--- src/rtl/ddrq_pkg.sv ---
package ddrq_pkg;
    typedef enum logic [1:0] {
        ST_IDLE  = 2'd0,
        ST_BURST = 2'd1,
        ST_COOL  = 2'd2
    } drq_state_e;
endpackage

--- src/rtl/ddrq_level_check.sv ---
module ddrq_level_check #(
    parameter int OCC_W  = 5,
    parameter int THRESH = 4
) (
    input  logic [OCC_W-1:0] occ_level,
    output logic             above,
    output logic             can_service
);
    localparam logic [OCC_W-1:0] THR_V = OCC_W'(THRESH);

    always_comb begin
        above       = (occ_level >= THR_V);
        can_service = (occ_level != '0);
    end
endmodule

--- src/rtl/ddrq_flush_timer.sv ---
module ddrq_flush_timer #(
    parameter int TMR_W = 8
) (
    input  logic clk,
    input  logic rst_n,
    input  logic clr,
    input  logic start,
    output logic expired
);
    localparam logic [TMR_W-1:0] TERM = {TMR_W{1'b1}};

    logic [TMR_W-1:0] cnt_q;
    logic             run_q;

    always_ff @(posedge clk or negedge rst_n) begin
        if (!rst_n) begin
            cnt_q <= '0;
            run_q <= 1'b0;
        end else if (clr) begin
            cnt_q <= '0;
            run_q <= 1'b0;
        end else if (run_q) begin
            if (cnt_q != TERM) cnt_q <= cnt_q + 1'b1;
        end else if (start) begin
            run_q <= 1'b1;
            cnt_q <= '0;
        end
    end

    always_comb expired = run_q && (cnt_q == TERM);

    assert_clear_stops_R10: assert property (@(posedge clk) disable iff (!rst_n)
        clr |=> !expired);
    assert_fresh_start_R8: assert property (@(posedge clk) disable iff (!rst_n)
        (start && !clr && !run_q) |=> (run_q && cnt_q == '0));
endmodule

--- src/rtl/ddrq_burst_fsm.sv ---
module ddrq_burst_fsm
    import ddrq_pkg::*;
#(
    parameter int BURST      = 4,
    parameter int FAIR_LIMIT = 32
) (
    input  logic clk,
    input  logic rst_n,
    input  logic dma_en,
    input  logic mode_chg,
    input  logic dack,
    input  logic above,
    input  logic can_service,
    input  logic tmo_hit,
    output logic drq,
    output logic arm
);
    localparam int BW = (BURST > 1) ? $clog2(BURST) : 1;
    localparam int FW = $clog2(FAIR_LIMIT + 1);
    localparam logic [BW-1:0] BLAST = BW'(BURST - 1);
    localparam logic [FW-1:0] FLIM  = FW'(FAIR_LIMIT);

    drq_state_e    st_q, st_d;
    logic [BW-1:0] burst_q, burst_d;
    logic [FW-1:0] fair_q, fair_d, fair_inc;

    always_comb fair_inc = fair_q + 1'b1;

    // next-state process
    always_comb begin
        st_d    = st_q;
        burst_d = burst_q;
        fair_d  = fair_q;
        if (mode_chg || !dma_en) begin
            st_d    = ST_IDLE;
            burst_d = '0;
            fair_d  = '0;
        end else begin
            unique case (st_q)
                ST_IDLE: begin
                    if (above || tmo_hit) begin
                        st_d    = ST_BURST;
                        burst_d = '0;
                        fair_d  = '0;
                    end
                end
                ST_BURST: begin
                    if (!can_service) begin
                        st_d    = ST_IDLE;
                        burst_d = '0;
                        fair_d  = '0;
                    end else if (dack) begin
                        if (burst_q == BLAST) begin
                            burst_d = '0;
                            if (fair_inc >= FLIM) begin
                                st_d   = ST_COOL;
                                fair_d = '0;
                            end else if (!above) begin
                                st_d   = ST_IDLE;
                                fair_d = '0;
                            end else begin
                                fair_d = fair_inc;
                            end
                        end else begin
                            burst_d = burst_q + 1'b1;
                            fair_d  = fair_inc;
                        end
                    end
                end
                ST_COOL: begin
                    if (!dack) st_d = ST_IDLE;
                end
                default: st_d = ST_IDLE;
            endcase
        end
    end

    // state register
    always_ff @(posedge clk or negedge rst_n) begin
        if (!rst_n) begin
            st_q    <= ST_IDLE;
            burst_q <= '0;
            fair_q  <= '0;
        end else begin
            st_q    <= st_d;
            burst_q <= burst_d;
            fair_q  <= fair_d;
        end
    end

    // output process
    always_comb begin
        drq = 1'b0;
        arm = 1'b0;
        unique case (st_q)
            ST_IDLE:  arm = dma_en && !mode_chg && (above || tmo_hit);
            ST_BURST: drq = 1'b1;
            ST_COOL:  drq = 1'b0;
            default:  drq = 1'b0;
        endcase
    end

    assert_mode_flush_R11: assert property (@(posedge clk) disable iff (!rst_n)
        mode_chg |=> !drq);
    assert_disable_low_R3: assert property (@(posedge clk) disable iff (!rst_n)
        !dma_en |=> !drq);
    assert_hold_burst_R4: assert property (@(posedge clk) disable iff (!rst_n)
        (drq && !dack && can_service && dma_en && !mode_chg) |=> drq);
    assert_fair_bound_R6: assert property (@(posedge clk) disable iff (!rst_n)
        fair_q < FLIM);
    assert_cool_gap_R7: assert property (@(posedge clk) disable iff (!rst_n)
        (st_q == ST_COOL) |=> !drq);
endmodule

--- src/rtl/ddrq_ctrl.sv ---
module ddrq_ctrl #(
    parameter int OCC_W      = 5,
    parameter int THRESH     = 4,
    parameter int BURST      = 4,
    parameter int FAIR_LIMIT = 32,
    parameter int TMR_W      = 8
) (
    input  logic             clk,
    input  logic             rst_n,
    input  logic             dma_en,
    input  logic             dir_back,
    input  logic [OCC_W-1:0] occ_level,
    input  logic             dack,
    input  logic             periph_wr,
    input  logic             mode_chg,
    output logic             drq,
    output logic             flush_tmo
);
    logic above, can_service, arm, tmo_hit, tmr_clr, tmr_start;

    ddrq_level_check #(.OCC_W(OCC_W), .THRESH(THRESH)) u_level (
        .occ_level  (occ_level),
        .above      (above),
        .can_service(can_service)
    );

    always_comb begin
        tmr_clr   = mode_chg || !dma_en || !dir_back || drq || arm;
        tmr_start = periph_wr && !drq;
    end

    ddrq_flush_timer #(.TMR_W(TMR_W)) u_timer (
        .clk    (clk),
        .rst_n  (rst_n),
        .clr    (tmr_clr),
        .start  (tmr_start),
        .expired(tmo_hit)
    );

    ddrq_burst_fsm #(.BURST(BURST), .FAIR_LIMIT(FAIR_LIMIT)) u_fsm (
        .clk        (clk),
        .rst_n      (rst_n),
        .dma_en     (dma_en),
        .mode_chg   (mode_chg),
        .dack       (dack),
        .above      (above),
        .can_service(can_service),
        .tmo_hit    (tmo_hit),
        .drq        (drq),
        .arm        (arm)
    );

    always_comb flush_tmo = tmo_hit;

    assert_rise_needs_cause_R2: assert property (@(posedge clk) disable iff (!rst_n)
        $rose(drq) |-> $past(dma_en && (occ_level >= OCC_W'(THRESH) || tmo_hit)));
endmodule

--- config.mk ---
export PLATFORM = sky130hd
export DESIGN_NAME = ddrq_ctrl
export DESIGN_NICKNAME = d
export VERILOG_FILES = /design/src/rtl/ddrq_pkg.sv /design/src/rtl/ddrq_level_check.sv /design/src/rtl/ddrq_flush_timer.sv /design/src/rtl/ddrq_burst_fsm.sv /design/src/rtl/ddrq_ctrl.sv
export SDC_FILE = /design/constraint.sdc
export NUM_CORES = 1
export LEC_CHECK = 0
export ABC_CLOCK_PERIOD_IN_PS = 2350
export CORE_AREA = 8 8 64 66
export CTS_BUF_LIST = sky130_fd_sc_hd__clkbuf_8
export DETAILED_ROUTE_END_ITERATION = 8
export DIE_AREA = 0 0 72 74
export PLACE_DENSITY_LB_ADDON = 0.08
export SLEW_MARGIN = 25
export SYNTH_ARGS = -nofsm -noshare
export SYNTH_HDL_FRONTEND = slang
export SYNTH_HIERARCHICAL = 1
export SYNTH_SLANG_ARGS = --single-unit
--- constraint.sdc ---
create_clock -name clk -period 2.35 [get_ports clk]
set_input_delay 0.235 -clock clk [delete_from_list [all_inputs] [get_ports clk]]
set_output_delay 0.235 -clock clk [all_outputs]
set_load 0.05 [all_outputs]
==> reports/qor.yml, run 1 <==
logic_synthesis:
  synth_seq_area_share: 0.403
  synth_warn: 6
  ys_seq_elements: 19
  syn_area_per_cell_um2: 9.43
  synth-compound-area-share: 0.215
  netlist_area_mm2: 0.00118
  post_synth_and_or_nand_nor_area_fraction: 0.295
  syn-instance-count: 125
  synth.mux.area_fraction: 0.0170
  synth_top_family_by_area: "simple AND/OR/NAND/NOR gates"
  adder_cell_share_of_the_synthesized_area: 0.0318
  synth_cell_type_count: 43
  synth_xor_xnor_area_share: 0.0149
  mapped_nets: 140
drt:
  drt-pass1-iter-count: 4
  wl_um: 2600
  drt-wirelength-per-cell_um: 13.0
  drc: 0
  viasPerCell: 5.32
  post_route_ant_nets: 0
  drt_iter0_markers: 46
  dr_total_vias: 1063
die:
  dieWidth_um: 72
  num_rows: 21
  floorplan.initialDensity: 0.371
  ios: 14
  core_mm2: 0.00318
  die_height_um: 74
  design.die.area_mm2: 0.00533
clock_network:
  clock-root-buffer: "sky130_fd_sc_hd__clkbuf_8"
  cts_max_path_buffers: 2
  clk-insertion-delay-late_ns: 0.25
  clock_pin_slew_on_the_worst_setup_and_hold_paths_ns: 0.08
  number_of_h_tree_branching_levels: 1
  numCtsBuffers: 3
  cts_tree: "built"
  sinks_on_clock_net: 19
timing:
  report.final.slew_viol_count: 0
  maxSlewHeadroom: 0.670
  rsz0062_at_grt: "false"
  tightestPinTransition_ns: 0.494
  layout_min_cycle_time_ns: 2.19
  tns_ns: 0
  fin_worst_skew_ns: 0.00196
  finalSetupViolations: 0
  achievable-frequency_ghz: 0.456
  final_hold_viol_count: 0
  final.setup.worst_slack_ns: 0.156
  min_period_over_period: 0.934
pwr:
  power.switching_fraction: 0.246
  max-vdd-ir-drop_mv: 0.370
  p_per_area_mw_per_mm2: 417
  switchingPower_mw: 0.161
  share_comb_of_total_power: 0.134
  p_seq_frac: 0.512
  cellInternalPower_mw: 0.491
  clockPowerShare: 0.354
  static-leakage-power_nw: 0.685
critical_path:
  cp_data_required_time_ns: 2.12
  setup.worst_path.class: "flip-flop to output pin"
  worstSetupStartpointType: "flip-flop"
  timing.critical_path.fanout_max: 7
  cp-end-kind: "output pin"
  cp_data_arrival_time_ns: 1.96
finish:
  diodes: 0
  sequential_cell_area_um2: 475
  layout_net_count: 170
  post_route_cells_drive_above_1_share: 0.234
  syn_to_final_growth_pct: 32.6
  multi_input_comb_area_um2: 736
  nFillCells: 296
placed_design:
  pre_cts_slack_ns: -0.00774
  detailedPlacementHpwl_um: 2050
  port_buffers: 13
  finalWeightedCongestion: 0.798
global_route:
  grt_usage: 0.108
  number_of_global_route_vias_before_repair: 1063
  initial_antenna_violation_count: 0
  pin_count_of_the_biggest_net_entering_global_routing: 20
  global_route.overflow_total: 0
  grt_pass1_wl_um: 4660
hold_path:
  hold_path.class: "input pin to asynchronous set/reset pin"
flow_run:
  max_cap_viol_count: 0
status:
  run_status: "complete, no violations"
## power groups by stage
stage / Combinational (mW) / Clock [mW] / Sequential, mW
after floorplan: 0.0458 / 0 / 0.340
after global placement: 0.0858 / 0 / 0.340
after detailed placement: 0.0868 / 0 / 0.340
after CTS: 0.0874 / 0.238 / 0.334
after global routing: 0.0961 / 0.252 / 0.335
final: 0.0870 / 0.231 / 0.334
## cell usage after synthesis (all sizes together)
| cell type | number | share of area |
|---|---|---|
| buf | 1 | 0.0096 |
| nand2 | 14 | 0.045 |
| xnor2 | 2 | 0.015 |
| a31oi | 1 | 0.0053 |
| mux2i | 2 | 0.017 |
| nor4 | 4 | 0.021 |
| a32o | 1 | 0.0085 |
| o32ai | 1 | 0.0074 |
| and3 | 2 | 0.011 |
| o21bai | 1 | 0.0064 |
| a31o | 1 | 0.0074 |
| o41ai | 1 | 0.0074 |
| or2 | 2 | 0.011 |
| a211o | 1 | 0.0074 |
| a221oi | 2 | 0.030 |
| nand2b | 5 | 0.033 |
| nor2 | 7 | 0.022 |
| a21oi | 3 | 0.013 |
| and2 | 1 | 0.0053 |
| nand3 | 5 | 0.025 |
| a21o | 7 | 0.045 |
| and3b | 1 | 0.0074 |
| nor3 | 7 | 0.034 |
| inv | 3 | 0.0096 |
| ha | 3 | 0.032 |
| or3 | 4 | 0.027 |
| o32a | 1 | 0.019 |
| clkbuf | 1 | 0.0032 |
| nor2b | 4 | 0.023 |
| dfrtp | 19 | 0.40 |
| o21ai | 14 | 0.059 |
| nor4b | 2 | 0.020 |
| nand4 | 2 | 0.011 |
## stage by stage
step,hold WS (ns),instance area (um2),util,power [mW],std cells
floorplan,-0.0606,1240,-,0.386,125
global placement,0.467,1510,0.473,0.426,196
detailed placement,0.487,1510,0.473,0.427,196
CTS,0.333,1550,0.489,0.659,200
global route,0.352,1560,0.492,0.683,200
finish,0.318,1560,0.492,0.651,200
## registers in the layout (all words and copies together) (netlist names)
signal and count:
u_fsm/fair_q 6, u_timer/run_q 1, u_fsm/burst_q 2, u_fsm/st_q 2, u_timer/cnt_q 8
## path summary, 6_finish.rpt
| path | startpoint | to | slack, ns | depth (start not counted) |
|---|---|---|---|---|
| hold / removal | rst_n | u_timer/cnt_q[3] | 0.32 | 2 |
| hold reg to reg | u_fsm/burst_q[1] | u_fsm/burst_q[1] | 0.50 | 2 |
| setup / recovery | u_fsm/st_q[0] | drq | 0.16 | 2 |
| setup reg to reg | u_timer/cnt_q[1] | u_timer/cnt_q[4] | 0.16 | 11 |
| max in group asynchronous | rst_n | u_fsm/st_q[1] | 1.82 | 2 |
| min in group clk | u_fsm/burst_q[1] | u_fsm/burst_q[1] | 0.50 | 2 |
## critical path, cell delays in order (launching register included)
cell and delay, ns:
sky130_fd_sc_hd__dfrtp_1 0.48, sky130_fd_sc_hd__nor2b_2 0.36, sky130_fd_sc_hd__clkdlybuf4s50_1 0.87
## layer usage
metal / vias to the layer above / GRT usage / wire [um]
met2: 14 / 0.194 / 1360
met5: - / 0 / 0
li1: 524 / - / -
met3: 2 / 0.0256 / 73
met4: 0 / 0.0408 / 27
met1: 523 / 0.121 / 1140
## timing repair
item | 4_1_cts | 5_1_grt
pin swaps | 0 | 1
hold buffers | 0 | 0
endpoints found under the setup margin | 1 | 5
gates resized for setup | 1 | 1
setup buffers | 0 | 0
## cells in the final DEF, fill, tap and decap left out, types with 2 or more instances in the layout
master,synthesis,final
sky130_fd_sc_hd__dfrtp_1,19,19
sky130_fd_sc_hd__clkdlybuf4s50_1,0,12
sky130_fd_sc_hd__o21ai_1,1,3
sky130_fd_sc_hd__nand2b_4,1,2
sky130_fd_sc_hd__a21o_1,7,7
sky130_fd_sc_hd__and3_1,2,2
sky130_fd_sc_hd__a21oi_1,3,3
sky130_fd_sc_hd__nand2_1,14,13
sky130_fd_sc_hd__nor2b_1,3,2
sky130_fd_sc_hd__mux2i_1,2,2
sky130_fd_sc_hd__buf_4,0,15
sky130_fd_sc_hd__xnor2_1,2,2
sky130_fd_sc_hd__or3_1,2,2
sky130_fd_sc_hd__nor2_1,7,6
sky130_fd_sc_hd__nor3_1,6,6
sky130_fd_sc_hd__nand3_1,4,4
sky130_fd_sc_hd__o21ai_0,13,11
sky130_fd_sc_hd__nor4_1,4,3
sky130_fd_sc_hd__nand2b_1,4,3
sky130_fd_sc_hd__clkbuf_8,0,3
sky130_fd_sc_hd__nand4_1,2,2
sky130_fd_sc_hd__ha_1,3,2
sky130_fd_sc_hd__or3_4,1,2
sky130_fd_sc_hd__inv_1,3,2
## layout make-up
cell class | count | share of cell area
inverter | 3 | 0.00961
multi-input combinational | 101 | 0.471
clock inverter | 1 | 0.00320
clock buffer | 3 | 0.0264
sequential | 19 | 0.304
tap | 46 | 0.0368
timing repair buffer | 27 | 0.149
## cell families after synthesis
logic type,count (synthesis)
AOI/OAI and AO/OA,34
xor gates and xnor gates,2
adders and majority gates,3
buffers and inverters,5
DFF,19
muxes,2
and+or+nand+nor,60
Power figures use the tool's default switching activity.
==> run 2: changes to the inputs <==
- ABC_CLOCK_PERIOD_IN_PS: 2350 -> 1790
- MAX_ROUTING_LAYER: unset -> met4
- PLACE_DENSITY: unset -> 0.67
- PLACE_DENSITY_LB_ADDON: 0.08 -> unset
- clock period: 2.35 -> 1.79 ns (I/O delays scaled with it)
==> run 2 against run 1 <==
  * The run now ends with setup timing left
  * Utilization increased by 7.3 points
  * Total power increased by 37%
  * Die area unchanged
  * Critical endpoint is now u_fsm/fair_q[3]
  * Largest power group unchanged
==> reports/qor.yml, run 2 (synthesized netlist as in run 1, its figures left out) <==
global_route:
  grt_pass1_wl_um: 5180  # was 4660 um
  number_of_global_route_vias_before_repair: 1223  # was 1063
  initial_antenna_violation_count: 0  # unchanged
  global_route.overflow_total: 0  # unchanged
  grt_usage: 0.124  # was 0.108
  pin_count_of_the_biggest_net_entering_global_routing: 20  # unchanged
timing:
  finalSetupViolations: 20  # was 0
  achievable-frequency_ghz: 0.461
  final_hold_viol_count: 0  # unchanged
  min_period_over_period: 1.21
  final.setup.worst_slack_ns: -0.380  # was 0.156 ns
  fin_worst_skew_ns: 0.000847  # was 0.00196 ns
  tightestPinTransition_ns: 0.380  # was 0.494 ns
  rsz0062_at_grt: "true"  # was false
  tns_ns: -5.47  # was 0 ns
  layout_min_cycle_time_ns: 2.17
  report.final.slew_viol_count: 0  # unchanged
  maxSlewHeadroom: 0.746  # was 0.670
  hold_ws_ns: 0.253  # was 0.318 ns
placed_design:
  port_buffers: 13  # unchanged
  detailedPlacementHpwl_um: 2180  # was 2050 um
  pre_cts_slack_ns: -0.578  # was -0.00774 ns
  post_dp_cell_area_mm2: 0.00163  # was 0.00151 mm2
  finalWeightedCongestion: 0.892  # was 0.798
pwr:
  power.switching_fraction: 0.252  # was 0.246
  switchingPower_mw: 0.224  # was 0.161 mW
  p_seq_frac: 0.491  # was 0.512
  cellInternalPower_mw: 0.666  # was 0.491 mW
  static-leakage-power_nw: 0.810  # was 0.685 nW
  max-vdd-ir-drop_mv: 0.459  # was 0.370 mV
  share_comb_of_total_power: 0.168  # was 0.134
  p_per_area_mw_per_mm2: 496  # was 417 mW/mm2
  clockPowerShare: 0.342  # was 0.354
clock_network:
  number_of_h_tree_branching_levels: 1  # unchanged
  numCtsBuffers: 3  # unchanged
  clock_pin_slew_on_the_worst_setup_and_hold_paths_ns: 0.07  # was 0.08 ns
  clock-root-buffer: "sky130_fd_sc_hd__clkbuf_8"  # unchanged
  cts_max_path_buffers: 2  # unchanged
  sinks_on_clock_net: 19  # unchanged
  clk-insertion-delay-late_ns: 0.26  # was 0.25 ns
  cts_tree: "built"  # unchanged
critical_path:
  setup.worst_path.class: "flip-flop to flip-flop"  # was flip-flop to output pin
  r2r-start: "u_timer/cnt_q[0]"  # was u_timer/cnt_q[1]
  cp_data_arrival_time_ns: 2.32  # was 1.96 ns
  cp_data_required_time_ns: 1.94  # was 2.12 ns
  timing.critical_path.fanout_max: 5  # was 7
  cp-end-kind: "flip-flop"  # was output pin
  worstSetupStartpointType: "flip-flop"  # unchanged
  crit_path_start: "u_timer/cnt_q[0]"  # was u_fsm/st_q[0]
finish:
  mostFrequentLayoutCells: "sky130_fd_sc_hd__buf_4, sky130_fd_sc_hd__dfrtp_1, sky130_fd_sc_hd__nand2_1"  # was sky130_fd_sc_hd__dfrtp_1, sky130_fd_sc_hd__buf_4, sky130_fd_sc_hd__nand2_1
  layout_net_count: 192  # was 170
  largestRegisters: "u_timer/cnt_q x8, u_fsm/fair_q x6"  # unchanged
  diodes: 0  # unchanged
  commonest_non_fill_non_tap_cell_in_the_layout: "sky130_fd_sc_hd__buf_4"  # was sky130_fd_sc_hd__dfrtp_1
  final_util: 0.564  # was 0.492
  largest-register: "u_timer/cnt_q"  # unchanged
  largest_register_ffs: 8  # unchanged
  layout.cell_area.non_filler_mm2: 0.00179  # was 0.00156 mm2
  post_route_cells_drive_above_1_share: 0.358  # was 0.234
  syn_to_final_growth_pct: 52.2  # was 32.6%
  nFillCells: 277  # was 296
flow_run:
  max_cap_viol_count: 0  # unchanged
status:
  run_status: "finished, violations left"  # was complete, no violations
  violated_checks: "setup timing"
drt:
  drt_iter0_markers: 61  # was 46
  dr_wl_met2_um: 1600  # was 1360 um
  met1_wire_length_um: 1320  # was 1140 um
  top_layer: "met4"  # unchanged
  drt-wirelength-per-cell_um: 13.7  # was 13.0 um
  wl_um: 3040  # was 2600 um
  viasPerCell: 5.17  # was 5.32
  met3WireLength_um: 94  # was 73 um
  drt-pass1-iter-count: 4  # unchanged
  dr_total_vias: 1148  # was 1063
  drc: 0  # unchanged
  post_route_ant_nets: 0  # unchanged
die:
  dieWidth_um: 72  # unchanged
  die_height_um: 74  # unchanged
  num_rows: 21  # unchanged
  core_mm2: 0.00318  # unchanged
  design.die.area_mm2: 0.00533  # unchanged
  ios: 14  # unchanged
  floorplan.initialDensity: 0.371  # unchanged
hold_path:
  hold_path.class: "input pin to asynchronous set/reset pin"  # unchanged
## run 2: cell types whose count changed in the layout (fill, tap and decap cells not counted), sizes merged
cell	previous run	this run
inv	2	3
clkdlybuf4s50	12	11
buf	15	38
clkinv	1	0
## run 2: power by group through the flow
| stage | combinational (mW) | sequential, mW | clock [mW] |
|---|---|---|---|
| floorplan | 0.0605 | 0.446 | 0 |
| global placement | 0.129 | 0.444 | 0 |
| detailed placement | 0.132 | 0.445 | 0 |
| CTS | 0.147 | 0.437 | 0.320 |
| global route | 0.160 | 0.438 | 0.339 |
| finish | 0.149 | 0.437 | 0.304 |
## run 2: per-layer routing
layer,global-route usage,up-vias
li1,-,565
met1,0.133,560
met2,0.221,19
met3,0.0337,4
met4,0.0340,0
met5,-,-
## run 2: repair_timing
| item | in CTS | in global routing |
|---|---|---|
| hold buffers | 0 | 0 |
| setup buffers | 6 | 2 |
| resized for setup | 12 | 6 |
| cloned | 1 | 0 |
| pin swaps | 4 | 2 |
| endpoints found under the setup margin | 20 | 20 |
## run 2: worst paths after layout
kind	end	slack, ns	cells past startpoint
setup reg to reg	u_fsm/fair_q[3]	-0.38	11
hold reg to reg	u_fsm/burst_q[1]	0.51	2
min in group clk	u_fsm/burst_q[1]	0.51	2
hold / removal	u_timer/cnt_q[2]	0.25	2
setup / recovery	u_fsm/fair_q[3]	-0.38	11
max in group asynchronous	u_fsm/fair_q[5]	1.33	2
## run 2: area by class of cell
type                       count  area, um2  area share
clock buffer                   3       41.3      0.0230
clock inverter                 1       3.75     0.00209
inverter                       3       15.0     0.00837
multi-input combinational    101        766       0.427
sequential                    19        475       0.265
tap                           46       57.6      0.0321
timing repair buffer          49        435       0.243
## run 2: through the flow
step,power [mW],instances
floorplan,0.506,125
global placement,0.573,210
detailed placement,0.577,210
CTS,0.904,221
global route,0.936,222
finish,0.891,222
## run 2: worst max-delay path: stages, from the launching register on
cell	delay, ns
sky130_fd_sc_hd__dfrtp_1	0.42
sky130_fd_sc_hd__ha_4	0.18
sky130_fd_sc_hd__nand3_4	0.08
sky130_fd_sc_hd__or3_4	0.14
sky130_fd_sc_hd__clkinvlp_4	0.11
sky130_fd_sc_hd__buf_4	0.16
sky130_fd_sc_hd__or2_4	0.25
sky130_fd_sc_hd__a221oi_4	0.30
sky130_fd_sc_hd__buf_6	0.17
sky130_fd_sc_hd__nor3_1	0.04
sky130_fd_sc_hd__a21oi_1	0.15
sky130_fd_sc_hd__o21ai_1	0.07
